File: src/rtl/cfg_router_pkg.sv
package cfg_router_pkg;

  typedef enum logic [1:0] {
    SRC_MISS   = 2'd0,
    SRC_SLOT   = 2'd1,
    SRC_FWD    = 2'd2,
    SRC_BRIDGE = 2'd3
  } route_src_t;

  // strobes from control to datapath
  typedef struct packed {
    logic       valid;
    route_src_t kind;
    logic       secLoadLo;  // load from data[7:0]
    logic       secLoadHi;  // load from data[15:8]
  } route_stb_t;

  localparam logic [7:0] OFF_SEC_BUS = 8'h19;
  localparam logic [7:0] OFF_BUS_DW  = 8'h18;

  // One byte of the bridge header
  function automatic logic [7:0] hdrByte(input logic [7:0] off,
                                         input logic [7:0] secBus,
                                         input logic [15:0] vendorId,
                                         input logic [15:0] deviceId);
    logic [7:0] b;
    case (off)
      8'h00:   b = vendorId[7:0];
      8'h01:   b = vendorId[15:8];
      8'h02:   b = deviceId[7:0];
      8'h03:   b = deviceId[15:8];
      8'h04:   b = 8'h06;
      8'h06:   b = 8'hA0;
      8'h0A:   b = 8'h04;
      8'h0B:   b = 8'h06;
      8'h0D:   b = 8'h10;
      8'h0E:   b = 8'h81;
      8'h19:   b = secBus;
      8'h1E:   b = 8'hA0;
      default: b = 8'h00;
    endcase
    return b;
  endfunction

endpackage

File: src/rtl/cfg_router_ctrl.sv
module cfg_router_ctrl
  import cfg_router_pkg::*;
#(
  parameter int                   NUM_SLOTS    = 4,
  parameter int                   BRIDGE_DEV   = 5,
  parameter logic [NUM_SLOTS-1:0] PRESENT_MASK = '1
) (
  input  logic                 reqValid,
  input  logic                 reqWrite,
  input  logic [1:0]           reqLen,
  input  logic [23:0]          reqAddr,
  input  logic [7:0]           secBus,
  output logic [NUM_SLOTS-1:0] slotHit,
  output route_stb_t           stb
);

  localparam int DEV_W = 5;

  logic [7:0]       busNum;
  logic [DEV_W-1:0] devNum;
  logic [2:0]       fnNum;
  logic [7:0]       offset;
  logic             busZero;
  logic             bridgeHit;
  logic             fwdHit;
  logic             bridgeWrite;

  assign busNum  = reqAddr[23:16];
  assign devNum  = reqAddr[15:11];
  assign fnNum   = reqAddr[10:8];
  assign offset  = reqAddr[7:0];
  assign busZero = (busNum == 8'd0);

  for (genvar i = 0; i < NUM_SLOTS; i++) begin : g_slot
    assign slotHit[i] = reqValid && busZero && (fnNum == 3'd0) &&
                        (devNum == DEV_W'(i)) && PRESENT_MASK[i];
  end

  assign bridgeHit   = busZero && (fnNum == 3'd0) && (devNum == DEV_W'(BRIDGE_DEV));
  assign fwdHit      = !busZero && (busNum == secBus);
  assign bridgeWrite = reqValid && reqWrite && bridgeHit;

  always_comb begin
    stb.valid     = reqValid;
    stb.secLoadLo = bridgeWrite && (offset == OFF_SEC_BUS);
    stb.secLoadHi = bridgeWrite && (offset == OFF_BUS_DW) && (reqLen != 2'd0);
    if (|slotHit)       stb.kind = SRC_SLOT;
    else if (bridgeHit) stb.kind = SRC_BRIDGE;
    else if (fwdHit)    stb.kind = SRC_FWD;
    else                stb.kind = SRC_MISS;
  end

endmodule

File: src/rtl/cfg_router_dp.sv
module cfg_router_dp
  import cfg_router_pkg::*;
#(
  parameter int          NUM_SLOTS = 4,
  parameter logic [15:0] VENDOR_ID = 16'hA5C3,
  parameter logic [15:0] DEVICE_ID = 16'h7E01
) (
  input  logic                 clk,
  input  logic                 rstN,
  input  logic                 reqValid,
  input  logic                 reqWrite,
  input  logic [1:0]           reqLen,
  input  logic [23:0]          reqAddr,
  input  logic [31:0]          reqData,
  input  logic [NUM_SLOTS-1:0] slotHit,
  input  route_stb_t           stb,
  input  logic [31:0]          slotRdData,
  input  logic [31:0]          fwdRdData,
  output logic [7:0]           secBus,
  output logic [NUM_SLOTS-1:0] slotSel,
  output logic                 fwdSel,
  output logic [23:0]          busAddr,
  output logic                 busWrite,
  output logic [1:0]           busLen,
  output logic [31:0]          busData,
  output logic                 respValid,
  output logic [31:0]          respData
);

  localparam int BYTES = 4;

  logic [7:0]           secBusQ;
  logic [NUM_SLOTS-1:0] slotSelQ;
  logic                 fwdSelQ;
  logic                 respValidQ;
  logic [23:0]          busAddrQ;
  logic [31:0]          busDataQ;
  logic                 busWriteQ;
  logic [1:0]           busLenQ;
  route_src_t           srcQ;
  logic [31:0]          bridgeRdQ;
  logic [31:0]          bridgeRd;
  logic [BYTES-1:0]     byteEn;

  // byte enables from the length code
  assign byteEn[0] = 1'b1;
  assign byteEn[1] = (reqLen != 2'd0);
  assign byteEn[2] = reqLen[1];
  assign byteEn[3] = reqLen[1];

  for (genvar b = 0; b < BYTES; b++) begin : g_hdr
    assign bridgeRd[8*b +: 8] = byteEn[b] ?
      hdrByte(reqAddr[7:0] + 8'(b), secBusQ, VENDOR_ID, DEVICE_ID) : 8'h00;
  end

  always_ff @(posedge clk or negedge rstN) begin
    if (!rstN) begin
      secBusQ    <= 8'd0;
      slotSelQ   <= '0;
      fwdSelQ    <= 1'b0;
      respValidQ <= 1'b0;
      busAddrQ   <= '0;
      busDataQ   <= '0;
      busWriteQ  <= 1'b0;
      busLenQ    <= '0;
      srcQ       <= SRC_MISS;
      bridgeRdQ  <= '0;
    end else begin
      respValidQ <= stb.valid;
      slotSelQ   <= (stb.valid && stb.kind == SRC_SLOT) ? slotHit : '0;
      fwdSelQ    <= stb.valid && (stb.kind == SRC_FWD);
      if (stb.valid) begin
        busAddrQ  <= reqAddr;
        busDataQ  <= reqData;
        busWriteQ <= reqWrite;
        busLenQ   <= reqLen;
        srcQ      <= stb.kind;
        bridgeRdQ <= bridgeRd;
      end
      if (stb.secLoadLo)      secBusQ <= reqData[7:0];
      else if (stb.secLoadHi) secBusQ <= reqData[15:8];
    end
  end

  always_comb begin
    respData = '0;
    if (respValidQ && !busWriteQ) begin
      case (srcQ)
        SRC_SLOT:   respData = slotRdData;
        SRC_FWD:    respData = fwdRdData;
        SRC_BRIDGE: respData = bridgeRdQ;
        default:    respData = '1;
      endcase
    end
  end

  assign secBus    = secBusQ;
  assign slotSel   = slotSelQ;
  assign fwdSel    = fwdSelQ;
  assign respValid = respValidQ;
  assign busAddr   = busAddrQ;
  assign busData   = busDataQ;
  assign busWrite  = busWriteQ;
  assign busLen    = busLenQ;

  AST_SEL_ONEHOT: assert property (@(posedge clk) disable iff (!rstN)
    $onehot0({slotSelQ, fwdSelQ}));
  AST_SEL_HAS_RESP: assert property (@(posedge clk) disable iff (!rstN)
    (|slotSelQ || fwdSelQ) |-> respValidQ);
  AST_RESP_FROM_REQ: assert property (@(posedge clk) disable iff (!rstN)
    respValidQ |-> $past(reqValid));
  AST_FWD_MATCH: assert property (@(posedge clk) disable iff (!rstN)
    fwdSelQ |-> (busAddrQ[23:16] == secBusQ && secBusQ != 8'd0));
  AST_LOCAL_BUS0: assert property (@(posedge clk) disable iff (!rstN)
    (|slotSelQ) |-> (busAddrQ[23:16] == 8'd0 && busAddrQ[10:8] == 3'd0));
  AST_SEC_STABLE: assert property (@(posedge clk) disable iff (!rstN)
    !(stb.secLoadLo || stb.secLoadHi) |=> $stable(secBusQ));

endmodule

File: src/rtl/cfg_bridge_router.sv
module cfg_bridge_router
  import cfg_router_pkg::*;
#(
  parameter int                   NUM_SLOTS    = 4,
  parameter int                   BRIDGE_DEV   = 5,
  parameter logic [NUM_SLOTS-1:0] PRESENT_MASK = 4'b1011,
  parameter logic [15:0]          VENDOR_ID    = 16'hA5C3,
  parameter logic [15:0]          DEVICE_ID    = 16'h7E01
) (
  input  logic                 clk,
  input  logic                 rstN,
  input  logic                 reqValid,
  input  logic                 reqWrite,
  input  logic [1:0]           reqLen,
  input  logic [23:0]          reqAddr,
  input  logic [31:0]          reqData,
  output logic [NUM_SLOTS-1:0] slotSel,
  output logic                 fwdSel,
  output logic [23:0]          busAddr,
  output logic                 busWrite,
  output logic [1:0]           busLen,
  output logic [31:0]          busData,
  input  logic [31:0]          slotRdData,
  input  logic [31:0]          fwdRdData,
  output logic                 respValid,
  output logic [31:0]          respData
);

  logic [NUM_SLOTS-1:0] slotHit;
  route_stb_t           stb;
  logic [7:0]           secBus;

  cfg_router_ctrl #(
    .NUM_SLOTS(NUM_SLOTS), .BRIDGE_DEV(BRIDGE_DEV), .PRESENT_MASK(PRESENT_MASK)
  ) u_ctrl (
    .reqValid(reqValid), .reqWrite(reqWrite), .reqLen(reqLen),
    .reqAddr(reqAddr), .secBus(secBus), .slotHit(slotHit), .stb(stb)
  );

  cfg_router_dp #(
    .NUM_SLOTS(NUM_SLOTS), .VENDOR_ID(VENDOR_ID), .DEVICE_ID(DEVICE_ID)
  ) u_dp (
    .clk(clk), .rstN(rstN), .reqValid(reqValid), .reqWrite(reqWrite),
    .reqLen(reqLen), .reqAddr(reqAddr), .reqData(reqData),
    .slotHit(slotHit), .stb(stb), .slotRdData(slotRdData),
    .fwdRdData(fwdRdData), .secBus(secBus), .slotSel(slotSel),
    .fwdSel(fwdSel), .busAddr(busAddr), .busWrite(busWrite),
    .busLen(busLen), .busData(busData), .respValid(respValid),
    .respData(respData)
  );

endmodule

File: config.mk
export PLATFORM = sky130hd
export DESIGN_NAME = cfg_bridge_router
export DESIGN_NICKNAME = d
export VERILOG_FILES = /design/src/rtl/cfg_router_pkg.sv /design/src/rtl/cfg_router_ctrl.sv /design/src/rtl/cfg_router_dp.sv /design/src/rtl/cfg_bridge_router.sv
export SDC_FILE = /design/constraint.sdc
export NUM_CORES = 1
export LEC_CHECK = 0
export ABC_CLOCK_PERIOD_IN_PS = 1700
export BUFFER_PORTS_ARGS = -buffer_cell sky130_fd_sc_hd__buf_2
export CAP_MARGIN = 10
export CORE_MARGIN = 10
export CORE_UTILIZATION = 46
export DETAILED_ROUTE_END_ITERATION = 8
export PLACE_DENSITY = 0.78
export SETUP_SLACK_MARGIN = 0.15
export SYNTH_ARGS = -nofsm -noshare
export SYNTH_HDL_FRONTEND = slang
export SYNTH_HIERARCHICAL = 1
export SYNTH_SLANG_ARGS = --single-unit
File: constraint.sdc
create_clock -name clk -period 1.7 [get_ports clk]
set_input_delay 0.34 -clock clk [delete_from_list [all_inputs] [get_ports clk]]
set_output_delay 0.34 -clock clk [all_outputs]
set_load 0.02 [all_outputs]
==> impl_metrics.yaml, run 1 <==
pwr:
  power.leakage_uw: 0.00450
  p_per_area_nw_per_um2: 677
  vdd_ir_drop_max_v: 0.000740
floorplan:
  die_w_um: 137
  rows: 42
  start_util: 0.473
  num_io_pins: 223
  fp.coreArea_um2: 13400
  die-area_um2: 18900
  die_h_um: 137
setup_path:
  path_delay_family: "buffers and inverters"
  crit_buf_inv: 3
  cpMostUsedCell: "buf_12"
  crit_path_start: "u_dp/busWrite"
  path_cells: "nor2b_4 > buf_12 > buf_12 > o21ai_4 > a21oi_2 > buf_6"
  slowest_stage: "dfrtp_1"
  cpPeakStageDelay_ns: 0.42
  crit_required_ns: 1.36
  critPathCaptureType: "output pin"
  crit_type: "reg2out"
  startpoint_type: "register"
  r2r_start: "u_dp/secBus[0]"
  crit_arrival_ns: 1.58
  critPathMaxFanout: 8
clock_network:
  h-tree-depth: 3
  cts-buffers-inserted: 9
  root_buffer: "clkbuf_16"
  ctsLongestPathBuffers: 2
  cts_tree: "built"
  clock_sinks: 107
  clk_latency_ns: 0.36
  path_clk_slew_ns: 0.07
cells_and_area:
  nNetsFinal: 1096
  fin_util: 0.767
  mostFrequentLayoutCells: "buf_2, buf_4, dfrtp_1"
  finalInstanceArea_um2: 10300
  syn_to_final_growth_pct: 62.0
  mostFrequentLayoutCell: "buf_2"
  drive_gt1_frac: 0.607
timing:
  period_share: 1.13
  tightest_slew_ns: 0.559
  setup_viol: 32
  fmax_ghz: 0.521
  slew_headroom: 0.627
  fin_worst_skew_ns: 0.00588
  whs_ns: 0.175
  fin_ws_ns: -0.219
  rsz0062_at_grt: "true"
  slew_violations: 0
  hold_viol: 0
  finalCriticalPeriod_ns: 1.92
synthesis:
  synth_area_um2: 6340
  synth_nets: 765
  ys_warn_count: 6
  synth_top_area_cell: "dfrtp_1"
  synth_area_leaders: "dfrtp_1, mux2_2, mux2i_1"
  synth-main-ff-cell: "dfrtp_1"
  syn_inst: 637
  synth_top_area_frac: 0.422
  synth_edf_count: 0
  ys_seq_elements: 107
  post_synth_num_cell_types: 78
  synth-seq-area-share: 0.422
  syn-mean-instance-area_um2: 9.96
  async_flop_share: 1.00
hold_path:
  hp-class: "in2reg"
  min_from: "reqValid"
grt:
  grt_pass1_wl_um: 35700
  grt_max_degree: 42
  grt_usage: 0.239
  antenna_found_initial: 0
  grtUsageMet3: 0.101
  use_met2: 0.391
  gr-max-usage-layer: "met2"
  grt_pass1_vias: 6654
  grt-ovfl-total: 0
  grt_use_met1: 0.285
outcome:
  violations: "setup timing"
  outcome: "complete, but fails checks"
run:
  maxCapViolations: 0
routing:
  ant_nets: 0
  num_vias: 6646
  first_pass_iters: 5
  wire_per_inst_um: 22.2
  first_iter_violations: 373
  viasPerCell: 5.78
  post-route-drc-count: 0
  drt_wl_total_um: 25600
place:
  port-buffer-count: 222
  dpl.hpwl_um: 17400
  dp_slack_ns: -0.432
  gp_congestion: 0.967
  dpl_cell_area_um2: 8770
-- through the flow --
stage          power, uW  std cells  TNS, ns
2_1_floorplan       3750        637   -0.195
3_3_place_gp        4520       1106   -10.96
3_5_place_dp        4550       1106   -11.79
4_1_cts             6690       1134    -5.34
5_1_grt             7230       1149    -8.55
6_report            6960       1150    -6.12
-- registers in the layout, summed over array words and instances (netlist names), 2 cells and up --
| signal | cells |
|---|---|
| u_dp/busAddr | 24 |
| u_dp/busLen | 2 |
| u_dp/busData | 32 |
| u_dp/bridgeRdQ | 32 |
| u_dp/secBus | 8 |
| u_dp/srcQ | 2 |
| u_dp/slotSel | 4 |
-- per-layer routing --
layer | wire length (um) | vias up | part of all wire
met5 | 0 | - | 0
met4 | 622 | 0 | 0.024
met3 | 2910 | 59 | 0.11
met2 | 12500 | 359 | 0.49
met1 | 9560 | 3208 | 0.37
li1 | - | 3020 | -
-- Yosys cell counts (all sizes together) (11+ instances only) --
library cell,number
dfrtp,107
mux2,61
a21oi,55
o21ai,54
mux2i,45
nor2,31
clkbuf,30
nand2,30
buf,22
inv,14
nor3,14
nor4,12
xnor2,12
nor2b,11
xor2,11
-- cell families after synthesis --
group	after synthesis	share of synthesized area
AO/OA/AOI/OAI	173	0.169
AND/OR/NAND/NOR	158	0.147
flip-flops	107	0.422
multiplexers	106	0.179
buffers and inverters	67	0.0460
XOR/XNOR	23	0.0329
adder cells (fa/ha/maj)	2	0.00394
other	1	0.000591
-- power breakdown --
group / switching, uW / leakage [uW] / internal [uW]
registers: 88.9 / 0.00134 / 2700
logic: 1140 / 0.00302 / 964
clock network: 1040 / 0.000137 / 1030
-- worst register-to-register path, stage by stage (launching register included) --
cell and delay [ns]:
dfrtp_1 0.41, xor2_1 0.16, nor4_1 0.27, nand3_1 0.13, o21ai_2 0.09, nor3b_2 0.08
and2_1 0.16
-- worst paths after layout --
check                                      to  slack [ns]  cells past startpoint
setup / recovery                  respData[5]       -0.22                      6
hold / removal                 u_dp/respValid        0.17                      1
setup reg to reg              u_dp/slotSel[1]        0.30                      6
hold reg to reg              u_dp/busData[22]        0.51                      1
max in group asynchronous  u_dp/bridgeRdQ[28]        0.70                      3
min in group asynchronous    u_dp/busData[21]        0.45                      2
-- repair_timing --
| item | CTS | global route |
|---|---|---|
| endpoints found under the hold margin | 27 | 0 |
| gates cloned | 0 | 3 |
| hold buffers | 1 | 0 |
| endpoints found under the setup margin | 63 | 75 |
| pin swaps | 25 | 47 |
| setup buffers | 11 | 12 |
| gates resized for setup | 94 | 146 |
-- cell type report --
class | instances | area, um2
Antenna cell | 1 | 2.50
Clock buffer | 10 | 229
Clock inverter | 6 | 56.3
Fill cell | 856 | 3130
Inverter | 15 | 68.8
Multi-Input combinational cell | 463 | 4250
Sequential cell | 107 | 2680
Tap cell | 176 | 220
Timing Repair Buffer | 372 | 2770
Note: power is estimated with default switching activity, not from simulation.
==> run 2, diff against run 1 <==
--- a/config.mk
+++ b/config.mk
@@ -11,9 +11,8 @@
 export CORE_MARGIN = 10
 export CORE_UTILIZATION = 46
 export DETAILED_ROUTE_END_ITERATION = 8
-export PLACE_DENSITY = 0.78
+export PLACE_DENSITY = 0.77
 export SETUP_SLACK_MARGIN = 0.15
 export SYNTH_ARGS = -nofsm -noshare
 export SYNTH_HDL_FRONTEND = slang
-export SYNTH_HIERARCHICAL = 1
 export SYNTH_SLANG_ARGS = --single-unit
==> run 2 against run 1 <==
  * The flow still finishes with violations (setup timing)
  * Critical path depth unchanged
  * Total power decreased by 0.33%
  * Sequential power about the same
  * Global-route usage decreased by 0.40 points
  * Flip-flop and latch count decreased by 1
  * Non-clock buffer count decreased by 18
  * Clock-buffer cell count unchanged
  * Setup slack got worse by 0.070 ns
  * First-iteration DRC count increased by 75%
  * Combinational power decreased by 3%
  * Hold slack improved by 0.017 ns
  * Clock skew increased by 0.0056 ns
  * Largest cell class unchanged
==> impl_metrics.yaml, run 2 <==
timing:
  tightest_slew_ns: 0.545
  rsz0062_at_grt: "true"
  slew_violations: 0
  fin_tns_setup_ns: -7.03
  hold_viol: 0
  finalCriticalPeriod_ns: 1.99
  fin_ws_ns: -0.289
  slew_headroom: 0.637
  setup_viol: 35
  fmax_ghz: 0.503
  fin_worst_skew_ns: 0.0115
  whs_ns: 0.192
  period_share: 1.17
setup_path:
  r2r_start: "u_dp.secBus[0]"
  crit_arrival_ns: 1.65
  r2r_end: "u_dp.srcQ[1]"
  crit_required_ns: 1.36
  crit_type: "reg2out"
  rr_worst_depth: 5
  path_cells: "buf_12 > nand2b_4 > buf_6 > o21ai_1 > a21oi_2 > buf_2"
  cpPeakStageDelay_ns: 0.42
  slowest_stage: "dfrtp_2"
  path_delay_family: "buffers and inverters"
  startpoint_type: "register"
  critPathMaxFanout: 8
  r2r_slack_ns: 0.07
  critPathCaptureType: "output pin"
  crit_buf_inv: 3
floorplan:
  rows: 43
  die_h_um: 138
  die_w_um: 138
  die-area_um2: 19200
  num_io_pins: 223
  fp.coreArea_um2: 13800
  start_util: 0.466
synthesis:
  synth_simple_gate_area_share: 0.124
  synth_edf_count: 0
  synth_top_area_frac: 0.411
  syn-mean-instance-area_um2: 9.47
  async_flop_share: 1.00
  synth-seq-area-share: 0.411
  synth_top_family_by_area: "compound AO/OA/AOI/OAI gates"
  synth_top_area_cell: "dfrtp_1"
  synth_area_um2: 6450
  ys_warn_count: 0
  synth_area_leaders: "dfrtp_1, mux2_2, mux2i_1"
  synthTopCellsByCount: "dfrtp_1, a21oi_1, mux2_2, o21ai_0, nor2_1"
  synth_compound_area_frac: 0.218
  synth-main-ff-cell: "dfrtp_1"
  post_synth_num_cell_types: 65
  synth_fa_ha_area_frac: 0.00737
  synthMuxAreaShare: 0.154
  syn_inst: 681
  synth_nets: 810
  synthXorXnorAreaFrac: 0.0312
  synthMostInstantiatedCell: "dfrtp_1"
  ys_seq_elements: 106
hold_path:
  hp-class: "in2reg"
  min_from: "reqAddr[11]"
  min_to: "u_dp.slotSel[0]"
  min_path_cells: 2
outcome:
  violations: "setup timing"
  outcome: "complete, but fails checks"
pwr:
  p_seq_frac: 0.399
  p_per_area_nw_per_um2: 689
  power.total_uw: 6940
  p_comb_frac: 0.295
  switching_power_uw: 2280
  power.leakage_uw: 0.00439
  power.internal_uw: 4650
  clockPowerShare: 0.306
  swShare: 0.329
  vdd_ir_drop_max_v: 0.000487
clock_network:
  h-tree-depth: 3
  clk_latency_ns: 0.37
  cts-buffers-inserted: 9
  root_buffer: "clkbuf_16"
  cts_tree: "built"
  ctsLongestPathBuffers: 2
  path_clk_slew_ns: 0.07
  clock_sinks: 106
cells_and_area:
  mostFrequentLayoutCell: "buf_2"
  final-seq-area_um2: 2650
  layout.cells.non_filler: 1176
  drive_gt1_frac: 0.576
  mostFrequentLayoutCells: "buf_2, buf_4, dfrtp_1"
  nNetsFinal: 1118
  fillers: 940
  syn_to_final_growth_pct: 56.1
  multiInputGateArea_um2: 4180
routing:
  first_pass_iters: 5
  ant_nets: 0
  first_iter_violations: 651
  wire_per_inst_um: 21.8
  drt_wl_total_um: 25600
  post-route-drc-count: 0
  num_vias: 6864
  viasPerCell: 5.84
grt:
  grt_max_degree: 48
  grt_pass1_vias: 6698
  antenna_found_initial: 1
  grt_usage: 0.235
  grt-ovfl-total: 0
  grt_pass1_wl_um: 37200
place:
  gp_congestion: 0.980
  dp_cells: 1132
  dpl.hpwl_um: 17400
  port-buffer-count: 221
  dp_slack_ns: -0.536
run:
  maxCapViolations: 0
## run 2: cell types whose count changed in the layout (fill, tap and decap cells not counted), sizes merged, moves of 5 or more
cell and change:
a22oi +8, nor2b -5, inv +16, a21oi +8
buf -19, o22ai +24, nor3 -5, nor2 +11
mux2i -11, nor4 -5
## run 2: how the worst max path moves through the flow
stage	from	endpoint	slack [ns]	depth (start not counted)
after global routing	u_dp.srcQ[0]	respData[30]	-0.33	6
after global placement	reqAddr[1]	u_dp.bridgeRdQ[21]	-0.47	9
final	u_dp.srcQ[0]	respData[30]	-0.29	6
after detailed placement	reqAddr[1]	u_dp.bridgeRdQ[21]	-0.54	9
after CTS	u_dp.srcQ[0]	respData[28]	-0.19	5
after floorplan	reqAddr[1]	u_dp.bridgeRdQ[21]	-0.25	9
## run 2: worst register-to-register path: stages (launching register included)
cell	delay [ns]
dfrtp_1	0.40
xor2_1	0.14
nor4_1	0.30
nand4_1	0.20
o32a_1	0.39
a21oi_1	0.13
## run 2: kinds of logic after synthesis
group           count (synthesis)
compound gates                220
xor+xnor                       23
fa+ha+maj                       4
buf+inv                        86
flops                         106
mux                            92
other cells                     1
simple gates                  149
## run 2: power by group through the flow
stage / sequential [uW] / clock [uW] / combinational, uW
2_1_floorplan: 2990 / 0 / 816
3_3_place_gp: 2800 / 0 / 1730
3_5_place_dp: 2810 / 0 / 1760
4_1_cts: 2760 / 2130 / 1870
5_1_grt: 2790 / 2240 / 2170
6_report: 2770 / 2120 / 2040
## run 2: layout make-up
class / count / share of cell area
diodes: 2 / 0.000497
clock buffers: 10 / 0.0237
clock inverters: 6 / 0.00559
inverters: 29 / 0.0111
multi-input cells: 489 / 0.415
flip-flops and latches: 106 / 0.264
well taps: 180 / 0.0224
repair buffers: 354 / 0.258
## run 2: metal layers
layer / part of all wire / track usage
met1: 0.39 / 0.291
met2: 0.51 / 0.404
met3: 0.073 / 0.0432
met4: 0.029 / 0.0733
met5: 0 / 0
## run 2: stage by stage
stage,instance area (um2),util
after floorplan,6790,-
after CTS,9380,0.678
after detailed placement,8710,0.630
after global routing,10100,0.728
after global placement,8710,0.630
final,10100,0.728
## run 2: what timing repair did
item / 4_1_cts / 5_1_grt
resized for setup: 78 / 141
endpoints found under the setup margin: 72 / 74
pin swaps: 33 / 37
hold buffers: 1 / 0
cloned: 1 / 6
buffers inserted: 8 / 10
endpoints found under the hold margin: 17 / 0
==> run 3, diff against run 2 <==
--- a/config.mk
+++ b/config.mk
@@ -6,12 +6,12 @@
 export NUM_CORES = 1
 export LEC_CHECK = 0
 export ABC_CLOCK_PERIOD_IN_PS = 1700
-export BUFFER_PORTS_ARGS = -buffer_cell sky130_fd_sc_hd__buf_2
 export CAP_MARGIN = 10
 export CORE_MARGIN = 10
-export CORE_UTILIZATION = 46
+export CORE_UTILIZATION = 55
 export DETAILED_ROUTE_END_ITERATION = 8
-export PLACE_DENSITY = 0.77
+export DONT_BUFFER_PORTS = 1
+export PLACE_DENSITY = 0.73
 export SETUP_SLACK_MARGIN = 0.15
 export SYNTH_ARGS = -nofsm -noshare
 export SYNTH_HDL_FRONTEND = slang
==> run 3 against run 2 <==
  * The run ends with hold timing, setup timing left
  * Clock-buffer cell count fell by 1
  * Design area fell by 22%
  * Global-route usage rose by 0.68 points
  * Total power fell by 12%
  * Critical path depth fell by 2
  * Clock skew fell by 0.0038 ns
  * Routed wire length fell by 17%
  * Register-to-register slack improved by 0.09 ns
  * Hold slack got worse by 0.52 ns
  * Die area fell by 14%
  * Via count fell by 18%
  * Non-clock buffer count fell by 280
  * Critical path type unchanged
==> impl_metrics.yaml, run 3 (synthesis results as in run 2) <==
timing:
  finalCriticalPeriod_ns: 1.90
  hold_viol: 106
  fin_ws_ns: -0.197
  fmax_ghz: 0.527
  setup_viol: 32
  period_share: 1.12
  fin_worst_skew_ns: 0.00773
  whs_ns: -0.328
  slew_violations: 0
  rsz0062_at_grt: "true"
routing:
  first_iter_violations: 527
  post-route-drc-count: 0
  top_layer: "met4"
  drt_wl_total_um: 21200
  dr_wl_met2_um: 10400
  num_vias: 5622
  viasPerCell: 6.56
  wl_met3_um: 2100
  first_pass_iters: 5
  wl_met1_um: 8450
  wire_per_inst_um: 24.7
  ant_nets: 0
place:
  dp_slack_ns: -0.256
  port-buffer-count: 0
  gp_congestion: 0.919
  dpl.hpwl_um: 15500
  dp_cells: 836
cells_and_area:
  fillers: 887
  final-seq-area_um2: 2660
  multiInputGateArea_um2: 3860
  syn_to_final_growth_pct: 21.2
  mostFrequentLayoutCells: "dfrtp_1, mux2_2, buf_4"
  mostFrequentLayoutCell: "dfrtp_1"
  drive_gt1_frac: 0.333
  nNetsFinal: 838
  fin_util: 0.682
  antenna_cells: 0
  layout.cells.non_filler: 857
floorplan:
  fp.coreArea_um2: 11500
  die-area_um2: 16500
  num_io_pins: 223
  die_h_um: 128
  start_util: 0.562
  die_w_um: 128
  rows: 39
setup_path:
  crit_required_ns: 1.36
  r2r_slack_ns: 0.16
  r2r_start: "u_dp.secBus[0]"
  crit_arrival_ns: 1.56
  rr_worst_depth: 5
  slowest_stage: "dfrtp_2"
  r2r_end: "u_dp.srcQ[1]"
  crit_type: "reg2out"
  crit_buf_inv: 2
  critPathMaxFanout: 19
  critPathCaptureType: "output pin"
  cpPeakStageDelay_ns: 0.49
  path_cells: "buf_12 > mux2i_1 > a21oi_2 > buf_6"
  startpoint_type: "register"
  path_delay_family: "flip-flops"
hold_path:
  hp-class: "in2async"
pwr:
  p_per_area_nw_per_um2: 783
  power.leakage_uw: 0.00303
  vdd_ir_drop_max_v: 0.000797
  power.total_uw: 6130
grt:
  grt-ovfl-total: 0
  grt_usage: 0.242
  grt_pass1_wl_um: 31900
  grt_max_degree: 112
  grt_pass1_vias: 5462
  antenna_found_initial: 0
clock_network:
  clock_sinks: 106
  clk_latency_ns: 0.36
  ctsLongestPathBuffers: 2
  root_buffer: "clkbuf_16"
  cts_tree: "built"
  h-tree-depth: 3
  path_clk_slew_ns: 0.08
  cts-buffers-inserted: 9
run:
  maxCapViolations: 0
outcome:
  violations: "hold timing, setup timing"
  outcome: "complete, but fails checks"
-- run 3: layout make-up --
| class | count | area share |
|---|---|---|
| Clock buffer | 9 | 0.0288 |
| Clock inverter | 7 | 0.0110 |
| Inverter | 29 | 0.0142 |
| Multi-Input combinational cell | 489 | 0.494 |
| Sequential cell | 106 | 0.340 |
| Tap cell | 143 | 0.0229 |
| Timing Repair Buffer | 74 | 0.0898 |
-- run 3: report_power, final --
group / internal (uW) / total (uW) / leakage (uW) / switching, uW
logic: 497 / 1020 / 0.00156 / 525
registers: 2680 / 2980 / 0.00133 / 301
clock network: 1050 / 2120 / 0.000150 / 1070
total: 4230 / 6130 / 0.00303 / 1900
-- run 3: worst max-delay path by stage --
stage	startpoint	endpoint	slack, ns	depth (start not counted)
finish	u_dp.srcQ[0]	respData[7]	-0.20	4
detailed placement	reqAddr[1]	u_dp.bridgeRdQ[12]	-0.26	7
global placement	reqAddr[1]	u_dp.bridgeRdQ[12]	-0.24	7
floorplan	reqAddr[1]	u_dp.bridgeRdQ[21]	-0.25	9
global route	u_dp.busWrite	respData[10]	-0.25	4
CTS	u_dp.srcQ[0]	respData[28]	-0.20	4
-- run 3: per-stage QoR --
step | area (um2) | setup TNS, ns
after global placement | 7230 | -3.51
final | 7820 | -4.92
after global routing | 7820 | -7.03
after CTS | 7640 | -4.74
after detailed placement | 7230 | -4.51
after floorplan | 6790 | -3.63
-- run 3: metal layers --
metal | track usage | vias to the layer above
li1 | - | 2556
met2 | 0.392 | 270
met1 | 0.309 | 2777
met4 | 0.0556 | 0
met3 | 0.0728 | 19
met5 | 0 | -
-- run 3: worst reg2reg max path: stages, from the launching register on --
cell and delay [ns]:
dfrtp_1 0.41, xor2_1 0.17, nor4_1 0.29, nand4_1 0.17, o32a_1 0.33, a21oi_2 0.11
-- run 3: repair_timing --
action	4_1_cts	5_1_grt
endpoints found under the setup margin	37	52
buffers inserted	2	1
pin swaps	3	13
endpoints found under the hold margin	106	106
resized for setup	30	33
cloned	0	2
